`src/rtl/cam_pkt_pkg.sv`:
```
package cam_pkt_pkg;
    localparam int VC_W     = 2;
    localparam int DT_W     = 6;
    localparam int WC_W     = 16;
    localparam int NUM_VC   = 1 << VC_W;
    localparam int HDR_BITS = VC_W + DT_W + WC_W;
    localparam int PAR_W    = 6;
    localparam int CRC_W    = 16;

    typedef enum logic [2:0] {
        ST_HDR  = 3'd0,
        ST_PAY  = 3'd1,
        ST_SUM0 = 3'd2,
        ST_SUM1 = 3'd3,
        ST_DROP = 3'd4
    } pstate_e;

    // idx-th 6-bit code with an odd bit count of at least three
    function automatic logic [PAR_W-1:0] ecc_col(input int idx);
        int n;
        logic [PAR_W-1:0] r;
        logic [PAR_W-1:0] cv;
        n = 0;
        r = '0;
        for (int v = 1; v < (1 << PAR_W); v++) begin
            cv = PAR_W'(v);
            if (($countones(cv) >= 3) && ($countones(cv) % 2 == 1)) begin
                if (n == idx) r = cv;
                n++;
            end
        end
        return r;
    endfunction
endpackage

```
`src/rtl/cam_hdr_ecc.sv`:
```
module cam_hdr_ecc
    import cam_pkt_pkg::*;
(
    input  logic [HDR_BITS-1:0] data_in,
    input  logic [7:0]          code_in,
    output logic [HDR_BITS-1:0] data_fix,
    output logic                one_err,
    output logic                bad_hdr
);
    logic [PAR_W-1:0] col [HDR_BITS];

    for (genvar i = 0; i < HDR_BITS; i++) begin : g_col
        localparam logic [PAR_W-1:0] COL_V = ecc_col(i);
        assign col[i] = COL_V;
    end

    logic [PAR_W-1:0]    par;
    logic [PAR_W-1:0]    syn;
    logic [HDR_BITS-1:0] hit;

    always_comb begin
        par = '0;
        for (int i = 0; i < HDR_BITS; i++) begin
            for (int j = 0; j < PAR_W; j++) begin
                if (col[i][j]) par[j] = par[j] ^ data_in[i];
            end
        end
        syn = par ^ code_in[PAR_W-1:0];
        for (int i = 0; i < HDR_BITS; i++) hit[i] = (syn == col[i]);
        data_fix = data_in ^ hit;
        one_err  = (syn != '0) && ((|hit) || ($countones(syn) == 1));
        bad_hdr  = (syn != '0) && !one_err;
    end
endmodule

```
`src/rtl/cam_crc16.sv`:
```
module cam_crc16
    import cam_pkt_pkg::*;
(
    input  logic [CRC_W-1:0] crc_in,
    input  logic [7:0]       byte_in,
    output logic [CRC_W-1:0] crc_out
);
    localparam logic [CRC_W-1:0] POLY_REV = 16'h8408;

    always_comb begin
        crc_out = crc_in;
        for (int b = 0; b < 8; b++) begin
            if (crc_out[0] ^ byte_in[b]) crc_out = (crc_out >> 1) ^ POLY_REV;
            else                         crc_out = crc_out >> 1;
        end
    end
endmodule

```
`src/rtl/cam_pkt_check.sv`:
```
module cam_pkt_check
    import cam_pkt_pkg::*;
#(
    parameter logic [DT_W-1:0] SHORT_DT_MAX = 6'h0F,
    parameter logic [DT_W-1:0] RSV_DT_MIN   = 6'h38
) (
    input  logic              clk,
    input  logic              rst_n,
    input  logic              in_valid,
    input  logic [7:0]        in_data,
    output logic              hdr_valid,
    output logic              hdr_long,
    output logic [VC_W-1:0]   hdr_vc,
    output logic [DT_W-1:0]   hdr_dt,
    output logic [WC_W-1:0]   hdr_wc,
    output logic              pay_valid,
    output logic [7:0]        pay_data,
    output logic              pay_last,
    output logic [NUM_VC-1:0] err_ecc_fix,
    output logic              err_ecc_dbl,
    output logic [NUM_VC-1:0] err_dt,
    output logic [NUM_VC-1:0] err_crc
);
    typedef struct packed {
        pstate_e           st;
        logic [1:0]        idx;
        logic [HDR_BITS-1:0] hdr;
        logic [WC_W-1:0]   left;
        logic [VC_W-1:0]   vc;
        logic [CRC_W-1:0]  crc;
        logic [7:0]        sum_lo;
        logic              o_hv;
        logic              o_long;
        logic [VC_W-1:0]   o_vc;
        logic [DT_W-1:0]   o_dt;
        logic [WC_W-1:0]   o_wc;
        logic              o_pv;
        logic [7:0]        o_pd;
        logic              o_pl;
        logic [NUM_VC-1:0] o_fix;
        logic              o_dbl;
        logic [NUM_VC-1:0] o_dte;
        logic [NUM_VC-1:0] o_crce;
    } state_t;

    state_t q, d;

    logic [HDR_BITS-1:0] fix_hdr;
    logic                one_err, bad_hdr;
    logic [CRC_W-1:0]    crc_nx;

    cam_hdr_ecc u_ecc (
        .data_in  (q.hdr),
        .code_in  (in_data),
        .data_fix (fix_hdr),
        .one_err  (one_err),
        .bad_hdr  (bad_hdr)
    );

    cam_crc16 u_crc (
        .crc_in  (q.crc),
        .byte_in (in_data),
        .crc_out (crc_nx)
    );

    logic [DT_W-1:0] f_dt;
    logic [VC_W-1:0] f_vc;
    logic [WC_W-1:0] f_wc;
    assign f_dt = fix_hdr[DT_W-1:0];
    assign f_vc = fix_hdr[DT_W+VC_W-1:DT_W];
    assign f_wc = fix_hdr[HDR_BITS-1:DT_W+VC_W];

    always_comb begin
        d        = q;
        d.o_hv   = 1'b0;
        d.o_pv   = 1'b0;
        d.o_pl   = 1'b0;
        d.o_fix  = '0;
        d.o_dbl  = 1'b0;
        d.o_dte  = '0;
        d.o_crce = '0;
        case (q.st)
            ST_HDR: if (in_valid) begin
                case (q.idx)
                    2'd0: d.hdr[7:0]   = in_data;
                    2'd1: d.hdr[15:8]  = in_data;
                    2'd2: d.hdr[23:16] = in_data;
                    default: ;
                endcase
                d.idx = q.idx + 2'd1;
                if (q.idx == 2'd3) begin
                    if (bad_hdr) begin
                        d.o_dbl = 1'b1;
                        d.st    = ST_DROP;
                    end else begin
                        d.o_hv   = 1'b1;
                        d.o_long = (f_dt > SHORT_DT_MAX);
                        d.o_vc   = f_vc;
                        d.o_dt   = f_dt;
                        d.o_wc   = f_wc;
                        d.vc     = f_vc;
                        d.left   = f_wc;
                        d.crc    = '1;
                        if (one_err)            d.o_fix[f_vc] = 1'b1;
                        if (f_dt >= RSV_DT_MIN) d.o_dte[f_vc] = 1'b1;
                        if (f_dt > SHORT_DT_MAX)
                            d.st = (f_wc == '0) ? ST_SUM0 : ST_PAY;
                    end
                end
            end
            ST_PAY: if (in_valid) begin
                d.o_pv = 1'b1;
                d.o_pd = in_data;
                d.crc  = crc_nx;
                d.left = q.left - 1'b1;
                if (q.left == WC_W'(1)) begin
                    d.o_pl = 1'b1;
                    d.st   = ST_SUM0;
                end
            end
            ST_SUM0: if (in_valid) begin
                d.sum_lo = in_data;
                d.st     = ST_SUM1;
            end
            ST_SUM1: if (in_valid) begin
                if ({in_data, q.sum_lo} != q.crc) d.o_crce[q.vc] = 1'b1;
                d.st = ST_HDR;
            end
            ST_DROP: if (!in_valid) d.st = ST_HDR;
            default: d.st = ST_HDR;
        endcase
    end

    always_ff @(posedge clk or negedge rst_n) begin
        if (!rst_n) q <= '0;
        else        q <= d;
    end

    assign hdr_valid   = q.o_hv;
    assign hdr_long    = q.o_long;
    assign hdr_vc      = q.o_vc;
    assign hdr_dt      = q.o_dt;
    assign hdr_wc      = q.o_wc;
    assign pay_valid   = q.o_pv;
    assign pay_data    = q.o_pd;
    assign pay_last    = q.o_pl;
    assign err_ecc_fix = q.o_fix;
    assign err_ecc_dbl = q.o_dbl;
    assign err_dt      = q.o_dte;
    assign err_crc     = q.o_crce;
endmodule

```
`config.mk`:
```
export PLATFORM = sky130hd
export DESIGN_NAME = cam_pkt_check
export DESIGN_NICKNAME = d
export VERILOG_FILES = /design/src/rtl/cam_pkt_pkg.sv /design/src/rtl/cam_hdr_ecc.sv /design/src/rtl/cam_crc16.sv /design/src/rtl/cam_pkt_check.sv
export SDC_FILE = /design/constraint.sdc
export NUM_CORES = 1
export LEC_CHECK = 0
export CAP_MARGIN = 20
export CORE_MARGIN = 1
export CORE_UTILIZATION = 40
export CTS_CLUSTER_SIZE = 10
export DETAILED_ROUTE_END_ITERATION = 12
export PLACE_DENSITY = 0.62
export SYNTH_ARGS = -nofsm -noshare
export SYNTH_HDL_FRONTEND = slang
export SYNTH_SLANG_ARGS = --single-unit
```
`constraint.sdc`:
```
create_clock -name clk -period 6.6 [get_ports clk]
set_input_delay 0.66 -clock clk [delete_from_list [all_inputs] [get_ports clk]]
set_output_delay 0.66 -clock clk [all_outputs]
set_load 0.005 [all_outputs]
```
==> out/metrics.cfg <==
[status]
status=complete, no violations

[placed_design]
place.gp.congestion=0.8856
placed_cell_area_mm2=0.007674
io_buffers=59
dpl.hpwl_mm=13.56
dp.cells=942

[timing]
whs_ns=0.1880
rsz0062_at_grt=false
slew_headroom_pct=33.25
finalHoldViolCount=0
fin_crit_sh_pct=88.29
period_needed_ns=5.827
skew_ns=0.01289
finalSetupTns_ns=0
setup_viol=0
finalMaxSlewViolations=0
max_freq_mhz=171.6
tightest_slew_ns=0.9978

[grt]
groute.usage.overall_pct=21.48
antenna_found_initial=0
grt_first_pass_wirelength_mm=29.80
grt_pass1_vias=5275
grt_max_degree=83
grt-ovfl-total=0

[synth]
synth_edf_count=0
synth_cell_type_count=64
synthArstFlopShare_pct=100.0
syn_nets=760
syn-cell-area_mm2=0.007236
yosysWarnings=0
synth_flop_cell=dfrtp_1
syn_inst=729
synth-seq-area-share_pct=40.81
avgSynthCellArea_um2=9.926
synth_seq_cells=118

[clocking]
cts_buffers=17
clk_latency_ns=0.42
h-tree-depth=4
cts_root_buffer=clkbuf_16
cts_resized=0
clkTransAtPathRegs_ns=0.06
cts_hold_buf=0
cts_setup_buffers=0
cts.sinks=118
clk_path_buf_depth=2
cts_tree=done

[setup_path]
critPathSlowestCell=xor2_1
critPathMaxStageDelay_ns=0.82
cp_top_family=XOR/XNOR gates
worstSetupEndpointType=flip-flop
reg2regPathDepth=17
crit_buf_inv=2
path_class=flip-flop to flip-flop
r2r_slack_ns=0.77
cp_max_fo=51
start_kind=flip-flop
r2r-start=q[108]
critPathArrivalTime_ns=6.13
cp.required_ns=6.90
cpMostUsedCell=xnor2_1
critical_path.cell_chain=xnor2_1 -> xnor2_1 -> xor2_1 -> xnor2_1 -> fa_1 -> inv_1 -> ha_1 -> ha_1 -> fa_1 -> nand3_1 -> o21a_1 -> o221ai_1 -> a211oi_1 -> nand3_2 -> nand3_2 -> inv_2 -> mux2_4
r2r_end=hdr_wc[12]

[final_layout]
fillers=1618
multiInputGateArea_mm2=0.003697
fin_nets=768
fin_cells=975
areaGrowthSynthToFinish_pct=14.51
finish.instance_area_mm2=0.008285
final-seq-area_mm2=0.002953
antenna-diode-count=0
drive_gt1_share_pct=14.00

[route]
ant_nets=0
drt_iter0_drc=375
vias=5323
drc=0
drt-total-wl_mm=18.39
wire_per_inst_um=18.86
dr.pass1.iters=5
viasPerCell=5.459

[worst_hold_path]
hold_class=primary input to asynchronous set/reset pin

[floorplanning]
start_util_pct=41.40
core_mm2=0.01748
die_h_um=136.5
die_w_um=136.5
rows=48
ios=60
dieArea_mm2=0.01863

[flow_run]
maxCapViolCount=0

[how the worst max path moves through the flow]
stage                            end  cells after the start        from  slack, ns
after global placement    hdr_wc[11]                     20  in_data[1]       0.49
after CTS                 hdr_wc[12]                     17      q[108]       0.83
after detailed placement   hdr_wc[8]                     20  in_data[1]       0.47
final                     hdr_wc[12]                     17      q[108]       0.77
after floorplan           hdr_wc[10]                     20  in_data[3]       1.67
after global routing      hdr_wc[13]                     17      q[108]       0.47
[Yosys cell counts, drive strengths merged (2+ instances only)]
cell type	instances	area, um2
a31oi	12	81.33
nand2	68	255.2
dfrtp	118	2953
nor2	42	157.7
inv	18	67.56
nand4	6	37.54
and2	6	37.54
clkbuf	21	78.83
nand2b	4	25.02
o21ai	25	128.9
o221ai	4	35.03
xor2	34	297.8
and3	6	37.54
fa	2	40.04
xnor2	93	822.0
nor3	12	60.06
a22oi	2	15.01
o31ai	3	22.52
o41ai	2	17.52
nand3b	2	15.01
nor4	5	31.28
nor4b	2	17.52
o22ai	17	106.4
o22a	2	17.52
nor3b	2	15.01
a2bb2oi	12	105.1
or2	2	12.51
o32ai	3	26.28
nand3	17	95.09
mux2	50	589.3
ha	18	225.2
a211oi	4	30.03
or3	3	18.77
buf	61	435.4
a21oi	34	173.9
[routing by layer]
metal / vias up / track usage [%] / share of wire (%)
li1: 2505 / - / -
met1: 2626 / 30.87 / 47
met5: - / 0 / 0
met4: 0 / 6.420 / 1.5
met2: 170 / 32.35 / 46
met3: 22 / 4.370 / 5.0
[worst register-to-register path: cells and delay by family (launching register included)]
family | cells | cell delay, ns
AOI/OAI and AO/OA | 3 | 0.80
xor gates and xnor gates | 4 | 1.56
adders and majority gates | 4 | 1.43
buffers and inverters | 2 | 0.40
DFF | 1 | 0.45
muxes | 1 | 0.43
and+or+nand+nor | 3 | 0.63
[sequential cells by signal, summed over array words and instances, names as in the netlist]
signal,flops
err_ecc_fix,4
hdr_valid,1
pay_data,8
hdr_dt,6
hdr_long,1
pay_valid,1
pay_last,1
err_ecc_dbl,1
err_dt,4
hdr_wc,16
hdr_vc,2
q,69
err_crc,4
[stage by stage]
stage                     setup WS, ns  util (%)
after floorplan                  1.674         -
after global placement          0.4891     43.91
after detailed placement        0.4740     43.91
after CTS                       0.8333     47.25
after global routing            0.4728     47.41
final                           0.7728     47.41
[cell families (layout without fill, tap and decap cells)]
| logic type | count (synthesis) | in the layout | share of synthesized area [%] |
|---|---|---|---|
| AOI/OAI and AO/OA | 132 | 132 | 12.04 |
| xor gates and xnor gates | 127 | 127 | 15.48 |
| adders and majority gates | 20 | 20 | 3.666 |
| buffers and inverters | 101 | 122 | 8.093 |
| DFF | 118 | 118 | 40.81 |
| muxes | 50 | 50 | 8.144 |
| and+or+nand+nor | 181 | 181 | 11.78 |
[final cells by class]
cell class	count	share of cell area (%)
inverters	19	0.8608
flip-flops and latches	118	35.64
repair buffers	71	8.426
clock inverters	13	1.586
well taps	225	3.398
clock buffers	19	5.467
multi-input cells	510	44.62
[placed cells by master, fill, tap and decap left out, types with 4 or more instances in the layout]
| master | instances |
|---|---|
| mux2_2 | 43 |
| o21ai_0 | 23 |
| o221ai_1 | 4 |
| xor2_1 | 34 |
| nand2_1 | 68 |
| a211oi_1 | 4 |
| o22ai_1 | 17 |
| dfrtp_1 | 118 |
| and3_1 | 6 |
| nor3_1 | 12 |
| clkinv_2 | 6 |
| a21oi_1 | 33 |
| nor4_1 | 5 |
| a2bb2oi_1 | 12 |
| ha_1 | 18 |
| nand3_1 | 15 |
| clkbuf_16 | 17 |
| and2_1 | 5 |
| xnor2_1 | 92 |
| nand2b_1 | 4 |
| nor2_1 | 42 |
| clkdlybuf4s50_1 | 58 |
| buf_4 | 12 |
| inv_1 | 17 |
| nand4_1 | 6 |
| a31oi_1 | 11 |
| mux2_4 | 7 |
Power is left out: the tool's default activity adds up to more than one toggle a clock period on the data nets, which glitch-free logic cannot reach.
